[config.mk]
export PLATFORM = sky130hd
export DESIGN_NAME = mul_hazard_unit
export DESIGN_NICKNAME = d
export VERILOG_FILES = /design/src/rtl/mul_pkg.sv /design/src/rtl/mul_issue_gate.sv /design/src/rtl/mul_slice_stage.sv /design/src/rtl/mul_tail_stage.sv /design/src/rtl/mul_hazard_unit.sv
export SDC_FILE = /design/constraint.sdc
export NUM_CORES = 1
export LEC_CHECK = 0
export BUFFER_PORTS_ARGS = -buffer_cell sky130_fd_sc_hd__buf_2
export CORE_MARGIN = 4
export CORE_UTILIZATION = 55
export DETAILED_ROUTE_END_ITERATION = 12
export GPL_TIMING_DRIVEN = 0
export MAX_ROUTING_LAYER = met4
export PLACE_DENSITY_LB_ADDON = 0.05
export REMOVE_ABC_BUFFERS = 1
export SLEW_MARGIN = 30
export SYNTH_ARGS = -nofsm -noshare
export SYNTH_HDL_FRONTEND = slang
export SYNTH_SLANG_ARGS = --single-unit
[constraint.sdc]
create_clock -name clk -period 6.1 [get_ports clk]
set_clock_uncertainty 0.1 [all_clocks]
set_input_delay 1.22 -clock clk [delete_from_list [all_inputs] [get_ports clk]]
set_output_delay 1.22 -clock clk [all_outputs]
set_load 0.01 [all_outputs]
[src/rtl/mul_pkg.sv]
package mul_pkg;

    typedef enum logic {
        MODE_NONPIPE = 1'b0,
        MODE_PIPE    = 1'b1
    } mul_mode_e;

    function automatic int ceil_div(input int num, input int den);
        return (num + den - 1) / den;
    endfunction

endpackage

[src/rtl/mul_issue_gate.sv]
module mul_issue_gate
    import mul_pkg::*;
#(
    parameter mul_mode_e MODE  = MODE_NONPIPE,
    parameter int        DEPTH = 5
) (
    input  logic             req_valid,
    input  logic [DEPTH-1:0] occupied,
    output logic             stall,
    output logic             accept
);

    generate
        if (MODE == MODE_PIPE) begin : g_pipe
            // Every stage advances each cycle, so a new entry never collides.
            logic unused_occ;
            assign unused_occ = |occupied;
            assign stall      = 1'b0;
        end else begin : g_single
            // Any live stage blocks entry until the last stage drains.
            assign stall = req_valid & (|occupied);
        end
    endgenerate

    assign accept = req_valid & ~stall;

endmodule

[src/rtl/mul_slice_stage.sv]
module mul_slice_stage #(
    parameter int DATA_W  = 16,
    parameter int TAG_W   = 4,
    parameter int SLICE_W = 4,
    parameter int BPAD_W  = 20,
    parameter int IDX     = 0
) (
    input  logic                  clk,
    input  logic                  rst,
    input  logic                  in_valid,
    input  logic [TAG_W-1:0]      in_tag,
    input  logic [DATA_W-1:0]     in_a,
    input  logic [BPAD_W-1:0]     in_b,
    input  logic [2*DATA_W-1:0]   in_acc,
    output logic                  out_valid,
    output logic [TAG_W-1:0]      out_tag,
    output logic [DATA_W-1:0]     out_a,
    output logic [BPAD_W-1:0]     out_b,
    output logic [2*DATA_W-1:0]   out_acc
);

    localparam int PROD_W = 2 * DATA_W;
    localparam int SHIFT  = IDX * SLICE_W;

    typedef struct packed {
        logic               valid;
        logic [TAG_W-1:0]   tag;
        logic [DATA_W-1:0]  a;
        logic [BPAD_W-1:0]  b;
        logic [PROD_W-1:0]  acc;
    } stage_t;

    stage_t              st_d, st_q;
    logic [SLICE_W-1:0]  digit;
    logic [PROD_W-1:0]   partial;

    always_comb begin
        digit   = SLICE_W'(in_b >> SHIFT);
        partial = (PROD_W'(in_a) * PROD_W'(digit)) << SHIFT;
        st_d    = st_q;
        st_d.valid = in_valid;
        if (in_valid) begin
            st_d.tag = in_tag;
            st_d.a   = in_a;
            st_d.b   = in_b;
            st_d.acc = in_acc + partial;
        end
    end

    always_ff @(posedge clk) begin
        if (rst) begin
            st_q <= '0;
        end else begin
            st_q <= st_d;
        end
    end

    assign out_valid = st_q.valid;
    assign out_tag   = st_q.tag;
    assign out_a     = st_q.a;
    assign out_b     = st_q.b;
    assign out_acc   = st_q.acc;

endmodule

[src/rtl/mul_tail_stage.sv]
module mul_tail_stage #(
    parameter int DATA_W  = 16,
    parameter int TAG_W   = 4,
    parameter int SLICE_W = 4,
    parameter int BPAD_W  = 20,
    parameter int IDX     = 4
) (
    input  logic                  clk,
    input  logic                  rst,
    input  logic                  in_valid,
    input  logic [TAG_W-1:0]      in_tag,
    input  logic [DATA_W-1:0]     in_a,
    input  logic [BPAD_W-1:0]     in_b,
    input  logic [2*DATA_W-1:0]   in_acc,
    output logic                  out_valid,
    output logic [TAG_W-1:0]      out_tag,
    output logic [2*DATA_W-1:0]   out_acc
);

    localparam int PROD_W = 2 * DATA_W;
    localparam int SHIFT  = IDX * SLICE_W;

    typedef struct packed {
        logic               valid;
        logic [TAG_W-1:0]   tag;
        logic [PROD_W-1:0]  acc;
    } tail_t;

    tail_t               tl_d, tl_q;
    logic [SLICE_W-1:0]  digit;
    logic [PROD_W-1:0]   partial;

    always_comb begin
        digit   = SLICE_W'(in_b >> SHIFT);
        partial = (PROD_W'(in_a) * PROD_W'(digit)) << SHIFT;
        tl_d    = tl_q;
        tl_d.valid = in_valid;
        if (in_valid) begin
            tl_d.tag = in_tag;
            tl_d.acc = in_acc + partial;
        end
    end

    always_ff @(posedge clk) begin
        if (rst) begin
            tl_q <= '0;
        end else begin
            tl_q <= tl_d;
        end
    end

    assign out_valid = tl_q.valid;
    assign out_tag   = tl_q.tag;
    assign out_acc   = tl_q.acc;

endmodule

[src/rtl/mul_hazard_unit.sv]
module mul_hazard_unit
    import mul_pkg::*;
#(
    parameter int        DATA_W = 16,
    parameter int        TAG_W  = 4,
    parameter int        DEPTH  = 5,
    parameter mul_mode_e MODE   = MODE_NONPIPE
) (
    input  logic                clk,
    input  logic                rst,
    input  logic                req_valid,
    input  logic [DATA_W-1:0]   req_a,
    input  logic [DATA_W-1:0]   req_b,
    input  logic [TAG_W-1:0]    req_tag,
    output logic                issue_stall,
    output logic                res_valid,
    output logic [TAG_W-1:0]    res_tag,
    output logic [2*DATA_W-1:0] res_product
);

    localparam int SLICE_W = ceil_div(DATA_W, DEPTH);
    localparam int BPAD_W  = SLICE_W * DEPTH;
    localparam int PROD_W  = 2 * DATA_W;

    // Chain index i is the input side of stage i.
    logic                v_ch   [DEPTH];
    logic [TAG_W-1:0]    tag_ch [DEPTH];
    logic [DATA_W-1:0]   a_ch   [DEPTH];
    logic [BPAD_W-1:0]   b_ch   [DEPTH];
    logic [PROD_W-1:0]   acc_ch [DEPTH];
    logic [DEPTH-1:0]    occupied;
    logic                accept;

    mul_issue_gate #(
        .MODE  (MODE),
        .DEPTH (DEPTH)
    ) u_gate (
        .req_valid (req_valid),
        .occupied  (occupied),
        .stall     (issue_stall),
        .accept    (accept)
    );

    assign v_ch[0]   = accept;
    assign tag_ch[0] = req_tag;
    assign a_ch[0]   = req_a;
    assign b_ch[0]   = BPAD_W'(req_b);
    assign acc_ch[0] = '0;

    generate
        for (genvar s = 0; s < DEPTH - 1; s++) begin : g_stage
            mul_slice_stage #(
                .DATA_W  (DATA_W),
                .TAG_W   (TAG_W),
                .SLICE_W (SLICE_W),
                .BPAD_W  (BPAD_W),
                .IDX     (s)
            ) u_stage (
                .clk       (clk),
                .rst       (rst),
                .in_valid  (v_ch[s]),
                .in_tag    (tag_ch[s]),
                .in_a      (a_ch[s]),
                .in_b      (b_ch[s]),
                .in_acc    (acc_ch[s]),
                .out_valid (v_ch[s+1]),
                .out_tag   (tag_ch[s+1]),
                .out_a     (a_ch[s+1]),
                .out_b     (b_ch[s+1]),
                .out_acc   (acc_ch[s+1])
            );
            assign occupied[s] = v_ch[s+1];
        end
    endgenerate

    mul_tail_stage #(
        .DATA_W  (DATA_W),
        .TAG_W   (TAG_W),
        .SLICE_W (SLICE_W),
        .BPAD_W  (BPAD_W),
        .IDX     (DEPTH - 1)
    ) u_tail (
        .clk       (clk),
        .rst       (rst),
        .in_valid  (v_ch[DEPTH-1]),
        .in_tag    (tag_ch[DEPTH-1]),
        .in_a      (a_ch[DEPTH-1]),
        .in_b      (b_ch[DEPTH-1]),
        .in_acc    (acc_ch[DEPTH-1]),
        .out_valid (res_valid),
        .out_tag   (res_tag),
        .out_acc   (res_product)
    );

    assign occupied[DEPTH-1] = res_valid;

endmodule

==> flow_summary.ini <==
[yosys]
synth_flop_cell = dfxtp_1
avgSynthCellArea_um2 = 8.514
synth.distinct_cells = 74
synthArstFlopShare = 0
synth_seq_cells = 235
synth_compound_area_frac = 0.1113
syn_area_mm2 = 0.01802
yosysWarnings = 0
synth_top_family_by_area = adder cells
syn_inst = 2116
yosys.area_share.adder = 0.2313
yosys.area_share.simple = 0.1981
synth_xor_area_frac = 0.04861
synthMuxAreaShare = 0.08890
synth_edf_count = 0
ys_seq_area_frac = 0.2611

[sta]
slew_headroom = 0.5568
finalSetupTns_ns = 0
min_period_ns = 5.613
fin_crit_sh = 0.9202
finalHoldViolations = 0
finalSetupViolations = 0
fmax_mhz = 178.1
rsz0062_at_grt = no
drv_slew = 0
fin_hold_ws_ns = 0.3506
max_slew.worst_pin.slew_ns = 0.6648

[cells_and_area]
fin_cells = 2602
layout.nets = 2447
drive_above_1_share = 0.07407
syn_to_final_growth_pct = 9.223
fillCellCount = 2968
antennaDiodeCount = 0

[die]
die_h_um = 189.0
coreArea_mm2 = 0.03245
die-area_mm2 = 0.03572
die_x_um = 189.0
io-pin-count = 77
start_util = 0.5551
row_count = 66

[clocking]
cts-htree-levels = 1
numCtsBuffers = 26
cts_hold_buf = 0
post_cts_resized = 0
clockBufferDepth = 3
cts_setup_buffers = 0
clock_latency_ns = 0.54
clock-root-buffer = clkbuf_16
clk_pin_slew_worst_paths_ns = 0.06
cts_sinks = 235
cts_tree = yes

[worst_setup_path]
endpoint_kind = flip-flop
cp_data_required_time_ns = 6.44
worst-path-max-fanout = 17
crit_type = flip-flop to flip-flop
cp.arrival_ns = 5.95
startpoint_type = flip-flop

[outcome]
status = complete, no violations

[route]
viasPerCell = 5.278
drc = 0
drtPass1Iterations = 4
first_iter_violations = 474
vias = 13733
routed_wl_um = 36660
drt.antenna.violating_nets = 0
wl_per_cell_um = 14.09

[run]
cap_violations = 0

[global_routing]
grt_pass1_wl_um = 64520
grt_max_degree = 117
antenna_found_initial = 0
grt_usage = 0.2149
first_global_vias = 13822
grt_overflow = 0

[power]
power.leakage_nw = 9.123
powerDensity_mw_per_mm2 = 194.1
power_mw = 3.820
peakVddDrop_v = 0.0001628

[place]
dpl.hpwl_um = 28440
dpl.cell_count = 2558
numPortBuffers = 76
routabilityCongestion = 0.8660

[worst_hold_path]
hp-class = flip-flop to flip-flop
## cells in the final DEF (no fill, tap or decap), types with 9 or more instances in the layout
master     netlist  final
a211oi_1        17     17
a21o_1          29     29
a21oi_1        122    122
a31oi_1         20     20
and2_1         145    144
and3_1           9      9
buf_2            2     75
clkbuf_16        0     26
dfxtp_1        235    226
fa_1           115    115
ha_1           149    149
inv_1          210    210
mux2i_1        160    160
nand2_1        246    245
nand2b_1        10     10
nand3_1         32     32
nor2_1         233    233
nor2b_1         19     19
nor3_1          23     23
o21a_1          11     11
o21ai_0         26     26
o21bai_1        12     12
or3_1           10     10
xnor2_1         77     77
xor2_1          23     23
## cell type report
type / instances / area, um^2 / share of cell area
inverter: 210 / 788.3 / 0.04006
multi-input combinational: 1590 / 12230 / 0.6214
timing repair buffer: 81 / 520.5 / 0.02645
sequential: 235 / 4726 / 0.2402
tap: 442 / 553.0 / 0.02810
clock buffer: 35 / 724.4 / 0.03682
clock inverter: 9 / 138.9 / 0.007058
## state kept, by name, summed over array words and instances, names as in the netlist
| signal | flops |
|---|---|
| g_stage.u_stage.out_b | 24 |
| u_tail.out_acc | 32 |
| g_stage.u_stage.out_a | 48 |
| u_tail.out_tag | 4 |
| u_tail.out_valid | 1 |
| g_stage.u_stage.out_tag | 16 |
| g_stage.u_stage.out_valid | 4 |
| g_stage.u_stage.out_acc | 106 |
## where the power goes
part	switching (mW)	internal (mW)
Combinational	0.334	0.244
Sequential	0.0687	1.59
Clock	0.631	0.957
Total	1.03	2.79
## metal layers
metal / routed length [um] / vias up / GRT usage / share of wire
met1: 16840 / 6483 / 0.2705 / 0.46
li1: - / 7078 / - / -
met3: 712 / 55 / 0.01604 / 0.019
met5: 0 / - / - / 0
met4: 753 / 0 / 0.04793 / 0.021
met2: 18350 / 117 / 0.3810 / 0.50
## logic make-up after synthesis
| logic type | after synthesis |
|---|---|
| compound gates | 303 |
| xor+xnor | 100 |
| fa+ha+maj | 264 |
| buf+inv | 291 |
| flops | 235 |
| mux | 160 |
| simple gates | 763 |
## final timing paths
| kind | from | slack (ns) | to | cells after the start |
|---|---|---|---|---|
| max | g_stage[0].u_stage.out_b[5] | 0.49 | g_stage[1].u_stage.out_acc[23] | 20 |
| min | g_stage[0].u_stage.out_acc[0] | 0.35 | g_stage[0].u_stage.out_acc[0] | 2 |
| max reg2reg | g_stage[0].u_stage.out_b[5] | 0.49 | g_stage[1].u_stage.out_acc[23] | 20 |
| min reg2reg | g_stage[0].u_stage.out_acc[0] | 0.35 | g_stage[0].u_stage.out_acc[0] | 2 |
## per-stage QoR
| stage | worst slack (ns) | cell area [um^2] | util |
|---|---|---|---|
| detailed placement | 0.2715 | 18810 | 0.5795 |
| CTS | 0.2373 | 19670 | 0.6061 |
| global route | 0.002004 | 19680 | 0.6063 |
| global placement | 0.1708 | 18640 | 0.5744 |
| finish | 0.4866 | 19680 | 0.6063 |
| floorplan | 1.055 | 17710 | - |
## Yosys cell counts (3+ instances only)
| library cell | count | share of area |
|---|---|---|
| nand2_1 | 246 | 0.051 |
| dfxtp_1 | 235 | 0.26 |
| nor2_1 | 233 | 0.049 |
| inv_1 | 210 | 0.044 |
| mux2i_1 | 160 | 0.089 |
| ha_1 | 149 | 0.10 |
| and2_1 | 145 | 0.050 |
| a21oi_1 | 122 | 0.034 |
| fa_1 | 115 | 0.13 |
| xnor2_1 | 77 | 0.037 |
| clkbuf_1 | 63 | 0.013 |
| nand3_1 | 32 | 0.0089 |
| a21o_1 | 29 | 0.012 |
| o21ai_0 | 26 | 0.0072 |
| nor3_1 | 23 | 0.0064 |
| xor2_1 | 23 | 0.011 |
| a31oi_1 | 20 | 0.0069 |
| nor2b_1 | 19 | 0.0066 |
| a211oi_1 | 17 | 0.0071 |
| buf_1 | 16 | 0.0033 |
| o21bai_1 | 12 | 0.0050 |
| o21a_1 | 11 | 0.0046 |
| nand2b_1 | 10 | 0.0035 |
| or3_1 | 10 | 0.0035 |
| and3_1 | 9 | 0.0031 |
| a211o_1 | 6 | 0.0029 |
| o211ai_1 | 6 | 0.0025 |
| o21ai_1 | 6 | 0.0017 |
| nand4_1 | 5 | 0.0017 |
| or2_2 | 5 | 0.0017 |
| a21oi_2 | 4 | 0.0019 |
| o2111ai_1 | 4 | 0.0019 |
| o31ai_1 | 4 | 0.0017 |
| a211oi_2 | 3 | 0.0021 |
| a221o_1 | 3 | 0.0017 |
| a311oi_1 | 3 | 0.0015 |
| nand3b_1 | 3 | 0.0012 |
| nand4b_1 | 3 | 0.0015 |
| nor4_1 | 3 | 0.0010 |
## worst max-delay path, stage by stage, from the launching register on
cell and delay, ns:
dfxtp_1 0.68, nand2_1 0.16, fa_1 0.52, fa_1 0.49
inv_1 0.06, fa_1 0.40, a21oi_1 0.19, nor2_1 0.09
or3_1 0.35, a21o_1 0.20, a21oi_1 0.17, xnor2_1 0.08
ha_1 0.20, or3_1 0.31, a211oi_1 0.32, nor3_1 0.17
o311ai_1 0.37, nor2b_1 0.20, nand4b_1 0.15, nor3b_1 0.07
nor4_2 0.23
Note: power is estimated with default switching activity, not from simulation.
